## src/rtl/ipf_pkg.sv

```systemverilog
package ipf_pkg;
  localparam int DUR_W = 8;
  localparam int CNT_W = DUR_W + 1;

  // Consecutive differing samples needed before a new level is taken.
  // Each duration unit spans two sample ticks; zero means one sample.
  function automatic logic [CNT_W-1:0] needed_samples(input logic [DUR_W-1:0] dur);
    if (dur == '0) needed_samples = CNT_W'(1);
    else           needed_samples = {dur, 1'b0};
  endfunction
endpackage

```

## src/rtl/ipf_tick_gen.sv

```systemverilog
module ipf_tick_gen #(
  parameter int DIV = 4000
) (
  input  logic clk,
  input  logic rst_n,
  output logic tick
);
  localparam int PW = (DIV > 1) ? $clog2(DIV) : 1;
  localparam logic [PW-1:0] LAST = PW'(DIV - 1);

  logic [PW-1:0] pcnt;

  assign tick = (pcnt == LAST);

  always_ff @(posedge clk or negedge rst_n) begin
    if (!rst_n)    pcnt <= '0;
    else if (tick) pcnt <= '0;
    else           pcnt <= pcnt + 1'b1;
  end
endmodule

```

## src/rtl/ipf_stab_filter.sv

```systemverilog
module ipf_stab_filter
  import ipf_pkg::*;
(
  input  logic             clk,
  input  logic             rst_n,
  input  logic             sample_en,
  input  logic             din,
  input  logic [DUR_W-1:0] dur,
  output logic             lvl,
  output logic             take,
  output logic             chg
);
  logic [CNT_W-1:0] run;
  logic [CNT_W-1:0] need;
  logic             differs;

  assign need    = needed_samples(dur);
  assign differs = din ^ lvl;
  assign take    = sample_en & differs & ((run + 1'b1) >= need);

  always_ff @(posedge clk or negedge rst_n) begin
    if (!rst_n) begin
      lvl <= 1'b0;
      chg <= 1'b0;
      run <= '0;
    end else begin
      chg <= take;
      if (take) begin
        lvl <= din;
        run <= '0;
      end else if (sample_en) begin
        run <= differs ? run + 1'b1 : '0;
      end
    end
  end
endmodule

```

## src/rtl/ipf_line_watch.sv

```systemverilog
module ipf_line_watch #(
  parameter int NL = 8
) (
  input  logic          clk,
  input  logic          rst_n,
  input  logic          tick,
  input  logic [NL-1:0] lines,
  input  logic [NL-1:0] dir_out,
  input  logic [NL-1:0] mask,
  output logic [NL-1:0] line_evt,
  output logic [NL-1:0] req
);
  logic [NL-1:0] prev;

  assign line_evt = tick ? (lines ^ prev) : '0;

  always_ff @(posedge clk or negedge rst_n) begin
    if (!rst_n) begin
      prev <= '0;
      req  <= '0;
    end else begin
      req <= line_evt & ~dir_out & ~mask;
      if (tick) prev <= lines;
    end
  end
endmodule

```

## src/rtl/input_persist_filter.sv

```systemverilog
module input_persist_filter
  import ipf_pkg::*;
#(
  parameter int TICK_DIV = 4000,
  parameter int NCH      = 4,
  parameter int NL       = 8,
  localparam int SW      = (NCH > 1) ? $clog2(NCH) : 1
) (
  input  logic             clk,
  input  logic             rst_n,
  input  logic             static_mode,
  input  logic [DUR_W-1:0] dur_a,
  input  logic [DUR_W-1:0] dur_b,
  input  logic [SW-1:0]    slot,
  input  logic             mux_a,
  input  logic             mux_b,
  input  logic [NCH-1:0]   pin_a,
  input  logic [NCH-1:0]   pin_b,
  input  logic [NCH-1:0]   chan_mask,
  input  logic [NL-1:0]    line_in,
  input  logic [NL-1:0]    line_dir_out,
  input  logic [NL-1:0]    line_mask,
  output logic [NCH-1:0]   lvl_a,
  output logic [NCH-1:0]   lvl_b,
  output logic [NCH-1:0]   chg_a,
  output logic [NCH-1:0]   chg_b,
  output logic [NCH-1:0]   chan_req,
  output logic [NL-1:0]    line_req
);
  logic           tick;
  logic [NCH-1:0] ch_en;
  logic [NCH-1:0] take_a;
  logic [NCH-1:0] take_b;
  logic [NL-1:0]  line_evt;

  ipf_tick_gen #(.DIV(TICK_DIV)) u_tick (
    .clk  (clk),
    .rst_n(rst_n),
    .tick (tick)
  );

  for (genvar c = 0; c < NCH; c++) begin : g_chan
    logic src_a;
    logic src_b;

    assign ch_en[c] = tick & (static_mode | (slot == SW'(c)));
    assign src_a    = static_mode ? pin_a[c] : mux_a;
    assign src_b    = static_mode ? pin_b[c] : mux_b;

    ipf_stab_filter u_fa (
      .clk      (clk),
      .rst_n    (rst_n),
      .sample_en(ch_en[c]),
      .din      (src_a),
      .dur      (dur_a),
      .lvl      (lvl_a[c]),
      .take     (take_a[c]),
      .chg      (chg_a[c])
    );

    ipf_stab_filter u_fb (
      .clk      (clk),
      .rst_n    (rst_n),
      .sample_en(ch_en[c]),
      .din      (src_b),
      .dur      (dur_b),
      .lvl      (lvl_b[c]),
      .take     (take_b[c]),
      .chg      (chg_b[c])
    );
  end

  always_ff @(posedge clk or negedge rst_n) begin
    if (!rst_n) chan_req <= '0;
    else        chan_req <= (take_a | take_b) & ~chan_mask;
  end

  ipf_line_watch #(.NL(NL)) u_lines (
    .clk     (clk),
    .rst_n   (rst_n),
    .tick    (tick),
    .lines   (line_in),
    .dir_out (line_dir_out),
    .mask    (line_mask),
    .line_evt(line_evt),
    .req     (line_req)
  );
endmodule

```

## config.mk

```make
export PLATFORM = sky130hd
export DESIGN_NAME = input_persist_filter
export DESIGN_NICKNAME = d
export VERILOG_FILES = /design/src/rtl/ipf_pkg.sv /design/src/rtl/ipf_tick_gen.sv /design/src/rtl/ipf_stab_filter.sv /design/src/rtl/ipf_line_watch.sv /design/src/rtl/input_persist_filter.sv
export SDC_FILE = /design/constraint.sdc
export NUM_CORES = 1
export LEC_CHECK = 0
export ABC_CLOCK_PERIOD_IN_PS = 6170
export CAP_MARGIN = 20
export CORE_ASPECT_RATIO = 2
export CORE_UTILIZATION = 55
export DETAILED_ROUTE_END_ITERATION = 8
export DONT_BUFFER_PORTS = 1
export GPL_TIMING_DRIVEN = 0
export PLACE_DENSITY = 0.71
export SLEW_MARGIN = 15
export SYNTH_ARGS = -nofsm -noshare
export SYNTH_HDL_FRONTEND = slang
export SYNTH_SLANG_ARGS = --single-unit
```

## constraint.sdc

```tcl
create_clock -name clk -period 6.17 [get_ports clk]
set_input_delay 1.234 -clock clk [delete_from_list [all_inputs] [get_ports clk]]
set_output_delay 1.234 -clock clk [all_outputs]
set_load 0.02 [all_outputs]
```

==> flow_summary.json, run 1 <==
{
  "power_density_mw_per_mm2": 222,
  "root_buffer": "clkbuf_16",
  "ys_seq_area_frac": 0.398,
  "period_minus_slack_ns": 3.71,
  "status": "finished with violations",
  "final-max-slew-violation-count": 0,
  "hold_viol_final": 0,
  "layout.cells.non_filler": 960,
  "arrival_ns": 4.04,
  "setup_viol": 0,
  "cts_tree": "yes",
  "p_clk_frac": 0.519,
  "rr_worst_depth": 12,
  "r2r-start": "g_chan[3].u_fa.run[0]",
  "grtUsageMet2": 0.517,
  "ys_top_cells_by_area": "dfrtp_1 (40%), ha_1 (12%), xnor2_1 (6.2%), a22o_1 (3.6%), xor2_1 (3.3%)",
  "die_area_sq_mm": 0.0142,
  "nFillCells": 1100,
  "multi_input_area_sq_mm": 0.00416,
  "grt_pass1_wl_mm": 30.4,
  "yosysMostFrequentCell": "dfrtp_1",
  "drc": 4,
  "wirelength_mm": 18.6,
  "ant_nets": 0,
  "viasPerCell": 6.32,
  "start_util": 0.561,
  "hp-class": "reg -> reg",
  "cts-resized-gates": 0,
  "synth.net_count": 905,
  "synth-edff-count": 0,
  "synth_mux_area_frac": 0.00797,
  "rrSetupSlack_ns": 2.46,
  "dpl.hpwl_mm": 14.0,
  "fmaxAchievable_mhz": 270,
  "synthToLayoutAreaGrowth_pct": 10.1,
  "p_switching_mw": 0.452,
  "cts_sinks": 120,
  "vias": 6068,
  "violations": "DRC",
  "synth.avg_cell_area_sq_um": 9.75,
  "clk_latency_ns": 0.42,
  "postSynthCellCount": 773,
  "synth_compound_area_frac": 0.176,
  "grt_busiest_layer": "met2",
  "cp.required_ns": 6.51,
  "dr.pass1.iters": 7,
  "antenna_found_initial": 0,
  "grt_setup_unrepaired": "false",
  "rows": 60,
  "syn-cell-area_sq_mm": 0.00754,
  "slew_headroom": 0.452,
  "final.setup.tns_ns": 0,
  "netlist-cell-type-count": 59,
  "seq_area_sq_mm": 0.00300,
  "synthFlopType": "dfrtp_1",
  "critPathMaxFanout": 6,
  "dp.cells": 928,
  "swShare": 0.246,
  "synth_top_family_by_area": "compound AO/OA/AOI/OAI gates",
  "synth_top_area_cell": "dfrtp_1",
  "synth_adder_area_share": 0.121,
  "yosysWarnings": 0,
  "routabilityCongestion": 0.848,
  "synth_top_area_frac": 0.398,
  "dr.first_iter.drc_count": 322,
  "synth_commonest_cells": "dfrtp_1 (120), ha_1 (73), nand2_1 (61)",
  "antenna_cells": 0,
  "grt_overflow": 0,
  "clock_path_buffers": 2,
  "layout.nets": 924,
  "r2r-end": "g_chan[3].u_fa.run[2]",
  "tightest_slew_ns": 0.819,
  "synthXorXnorAreaFrac": 0.0941,
  "grt_pass1_vias": 6511,
  "intPower_mw": 1.39,
  "post_cts_buffers": 0,
  "timing.final.crit_share": 0.601,
  "setup.worst_path.end": "g_chan[3].u_fa.run[2]",
  "synth-seq-cells": 120,
  "p_leak_nw": 4.01,
  "finClkSkew_ns": 0.0104,
  "htreeDepth": 4,
  "drive_gt1_frac": 0.0857,
  "seqPwrFrac": 0.437,
  "die_w_um": 84.8,
  "grt_max_degree": 121,
  "endpoint_kind": "flip-flop",
  "io_pins": 87,
  "gr-usage-met3": 0.0399,
  "core_area_sq_mm": 0.0134,
  "yosys.area_share.simple": 0.153,
  "routedWlPerCell_um": 19.4,
  "die_y_um": 168,
  "maxCapViolations": 0,
  "cp-startpoint": "g_chan[3].u_fa.run[0]",
  "ir_drop_mv": 0.179,
  "portBuffers": 0,
  "numCtsBuffers": 17,
  "start_kind": "flip-flop",
  "critPathKind": "reg -> reg",
  "comb_power_share": 0.045,
  "use_met1": 0.267,
  "async_flop_share": 1.00,
  "grtUsageTotal": 0.275,
  "hold_buffers": 0,
  "clk_pin_slew_worst_paths_ns": 0.06
}
## critical path, cell delays in order, from the launching register on
cell and delay [ns]:
dfrtp_1 0.45, ha_1 0.28, nand3_1 0.16, nor2_1 0.24, nand3_1 0.13, xnor2_1 0.25, ha_1 0.30, a2111oi_0 0.51
o21ai_0 0.18, o32a_1 0.47, nor2_1 0.37, nand2_1 0.11, o21ai_0 0.16
## stage by stage
| step | hold slack [ns] | util | worst slack [ns] | area, sq um | power [mW] |
|---|---|---|---|---|---|
| final | 0.496 | 0.618 | 2.46 | 8300 | 1.84 |
| after global routing | 0.498 | 0.618 | 2.16 | 8300 | 1.89 |
| after CTS | 0.497 | 0.618 | 2.47 | 8300 | 1.85 |
| after detailed placement | 0.484 | 0.575 | 2.36 | 7730 | 0.897 |
| after global placement | 0.477 | 0.575 | 2.48 | 7730 | 0.893 |
| after floorplan | 0.453 | - | 2.90 | 7540 | 0.874 |
## state kept, by name (all words and copies together), names as in the netlist, 8 cells and up
register         count
g_chan.u_fa.run     36
u_lines.req          8
u_tick.pcnt         12
g_chan.u_fb.run     36
u_lines.prev         8
## metal layers
layer,share of wire,vias to the layer above
met5,0,-
met4,0.059,0
met3,0.035,59
met2,0.55,175
met1,0.36,2983
li1,-,2851
## cells by family after synthesis
family	Yosys count
xor gates and xnor gates	81
and+or+nand+nor	232
adders and majority gates	73
muxes	6
DFF	120
AOI/OAI and AO/OA	184
buffers and inverters	77
## power groups by stage
stage | registers, mW | logic [mW] | clock network, mW
floorplan | 0.814 | 0.0606 | 0
global placement | 0.816 | 0.0774 | 0
detailed placement | 0.816 | 0.0807 | 0
CTS | 0.802 | 0.0817 | 0.964
global route | 0.803 | 0.0916 | 0.996
finish | 0.803 | 0.0822 | 0.954
## how the worst min path moves through the flow
stage	from	endpoint	slack [ns]	cells after the start
3_5_place_dp	u_lines.prev[4]	u_lines.prev[4]	0.48	2
3_3_place_gp	u_tick.pcnt[4]	u_tick.pcnt[4]	0.48	1
6_report	u_lines.prev[4]	u_lines.prev[4]	0.50	2
2_1_floorplan	u_tick.pcnt[0]	u_tick.pcnt[0]	0.45	1
4_1_cts	rst_n	g_chan[0].u_fa.chg	0.50	0
5_1_grt	rst_n	g_chan[3].u_fa.chg	0.50	0
## area by class of cell
type                       count  area share
tap                          155      0.0234
clock buffer                  21      0.0579
buffer                        31      0.0241
inverter                      46      0.0208
clock inverter                11      0.0107
sequential                   120       0.362
multi-input combinational    576       0.501
## layout by cell type (no fill, tap or decap), types with 11 or more instances in the layout
cell	instances
dfrtp_1	120
ha_1	73
nand2_1	61
xnor2_1	53
inv_1	46
nand3_1	45
nor2_1	43
o21ai_0	35
a21oi_1	31
a22o_1	31
xor2_1	28
and3_1	19
buf_4	17
clkbuf_16	17
nor3_1	14
o31ai_1	14
nand2b_1	11
Note: power is estimated with default switching activity, not from simulation.
==> inputs of run 2 (changes only) <==
--- a/config.mk
+++ b/config.mk
@@ -5,14 +5,14 @@
 export SDC_FILE = /design/constraint.sdc
 export NUM_CORES = 1
 export LEC_CHECK = 0
-export ABC_CLOCK_PERIOD_IN_PS = 6170
+export ABC_CLOCK_PERIOD_IN_PS = 3000
 export CAP_MARGIN = 20
 export CORE_ASPECT_RATIO = 2
 export CORE_UTILIZATION = 55
 export DETAILED_ROUTE_END_ITERATION = 8
 export DONT_BUFFER_PORTS = 1
 export GPL_TIMING_DRIVEN = 0
-export PLACE_DENSITY = 0.71
+export PLACE_DENSITY = 0.74
 export SLEW_MARGIN = 15
 export SYNTH_ARGS = -nofsm -noshare
 export SYNTH_HDL_FRONTEND = slang
==> constraint.sdc (replaced) <==
create_clock -name clk -period 3 [get_ports clk]
set_input_delay 0.6 -clock clk [delete_from_list [all_inputs] [get_ports clk]]
set_output_delay 0.6 -clock clk [all_outputs]
set_load 0.02 [all_outputs]
==> run 2 against run 1 <==
The flow finishes with violations (DRC, hold timing). Critical path depth down 1. Clock power increased by 130%. Sequential power is 110% higher. Largest power group unchanged. Clock skew barely moved. Utilization grew 3.9 points. Global-route usage up 1.0 points. Maximum frequency increased by 26%. Critical endpoint is now chan_req[0]. Sequential share of layout area shrank 2.0 points. Largest cell class unchanged. Flip-flop and latch count unchanged. Routed wire length grew 4.7%. Die area did not move.
==> flow_summary.json, run 2 (same netlist as run 1, synthesis figures left out) <==
{
  "status": "finished with violations",
  "violations": "DRC, hold timing",
  "ant_nets": 0,
  "critPathKind": "reg -> reg",
  "clk_pin_slew_worst_paths_ns": 0.06,
  "power_density_mw_per_mm2": 461,
  "antenna_found_initial": 0,
  "dp_slack_ns": -0.428,
  "dr.first_iter.drc_count": 431,
  "cts_sinks": 120,
  "synthToLayoutAreaGrowth_pct": 17.1,
  "drive_gt1_frac": 0.180,
  "grt_max_degree": 121,
  "grt_pass1_wl_mm": 31.5,
  "reg.largest.list": "g_chan.u_fa.run x36, g_chan.u_fb.run x36, u_tick.pcnt x12",
  "layout_setup_ws_ns": 0.0508,
  "clock_path_buffers": 2,
  "endpoint_kind": "flip-flop",
  "layout.cells.non_filler": 979,
  "dr.pass1.iters": 7,
  "die_area_sq_mm": 0.0142,
  "grt_overflow": 0,
  "die_w_um": 84.8,
  "path_common_cell": "and3_4",
  "timing.final.crit_share": 0.983,
  "layout.nets": 943,
  "crit_family": "compound AO/OA/AOI/OAI gates",
  "start_kind": "flip-flop",
  "cts_tree": "yes",
  "start_util": 0.561,
  "final.setup.tns_ns": 0,
  "routedWlPerCell_um": 19.9,
  "routabilityCongestion": 0.840,
  "antenna_cells": 0,
  "dpl.hpwl_mm": 13.9,
  "slowest_delay_ns": 0.40,
  "crit_buf_inv": 0,
  "grt_pass1_vias": 6563,
  "grtUsageTotal": 0.285,
  "period_minus_slack_ns": 2.95,
  "wirelength_mm": 19.5,
  "root_buffer": "clkbuf_16",
  "slowest_stage": "a2111o_1",
  "worstPathCellList": "and3_4 -> and3_4 -> nand3_2 -> xnor2_2 -> ha_1 -> a2111o_1 -> a211oi_2 -> o311a_1 -> a21oi_4 -> nor2b_1 -> o21ba_2",
  "p_leak_nw": 4.18,
  "hold_viol_final": 120,
  "dp.cells": 928,
  "final_cell_mix": "dfrtp_1 (112), ha_1 (67), nand2_1 (61)",
  "maxCapViolations": 0,
  "viasPerCell": 6.36,
  "drc": 4,
  "io_pins": 87,
  "portBuffers": 0,
  "rows": 60,
  "setup_viol": 0,
  "numCtsBuffers": 17,
  "tightest_slew_ns": 0.772,
  "die_y_um": 168,
  "vias": 6226,
  "core_area_sq_mm": 0.0134,
  "hold_slack_ns": -0.120,
  "clk_latency_ns": 0.41,
  "cp.required_ns": 3.30,
  "final-max-slew-violation-count": 0,
  "critPathMaxFanout": 6,
  "htreeDepth": 4,
  "finClkSkew_ns": 0.0101,
  "arrival_ns": 3.25,
  "fmaxAchievable_mhz": 339,
  "hp-class": "in -> async",
  "final_common_cell": "dfrtp_1",
  "slew_headroom": 0.484,
  "ir_drop_mv": 0.456
}
## run 2: area by class of cell
cell class / count / area (sq um)
Clock inverter: 15 / 214
Timing Repair Buffer: 19 / 146
Tap cell: 155 / 194
Multi-Input combinational cell: 576 / 4460
Sequential cell: 120 / 3010
Inverter: 46 / 173
Clock buffer: 17 / 425
Fill cell: 1058 / 4610
Buffer: 31 / 204
## run 2: per-stage QoR
stage,area (sq um),util,hold slack [ns],total power [mW]
6_report,8830,0.657,-0.120,4.07
5_1_grt,8830,0.657,-0.139,4.19
4_1_cts,8540,0.636,-0.127,4.08
3_5_place_dp,7730,0.576,0.309,1.85
3_3_place_gp,7730,0.576,0.308,1.84
2_1_floorplan,7540,-,0.304,1.80
## run 2: what timing repair did
item,4_1_cts,5_1_grt
setup buffers,9,10
endpoints found under the hold margin,120,120
setup endpoints to repair,61,77
pin swaps,3,12
resized for setup,34,57
## run 2: report_power, final
group          total (mW)  internal [mW]  leakage (nW)  switching (mW)
Clock                2.23           1.41         0.317           0.816
Sequential           1.65           1.63          1.58          0.0192
Combinational       0.188         0.0756          2.28           0.112
## run 2: final timing paths
path,cells past startpoint,startpoint,endpoint,slack [ns]
hold reg to reg,2,u_lines.prev[7],u_lines.prev[7],0.50
max in group asynchronous,0,rst_n,g_chan[2].u_fa.run[0],2.92
setup / recovery,11,g_chan[0].u_fa.run[3],chan_req[0],0.05
setup reg to reg,11,g_chan[0].u_fa.run[3],chan_req[0],0.05
min in group clk,1,chan_mask[2],chan_req[2],0.24
hold / removal,0,rst_n,g_chan[0].u_fa.chg,-0.12
## run 2: metal layers
metal  global-route usage  wire [um]  part of all wire  vias to the layer above
li1                     -          -                 -                     2895
met1                0.286       6780              0.35                     3020
met2                0.507      10400              0.53                      230
met3               0.0611        980             0.050                       81
met4                0.210       1370             0.070                        0
met5                    0          0                 0                        -
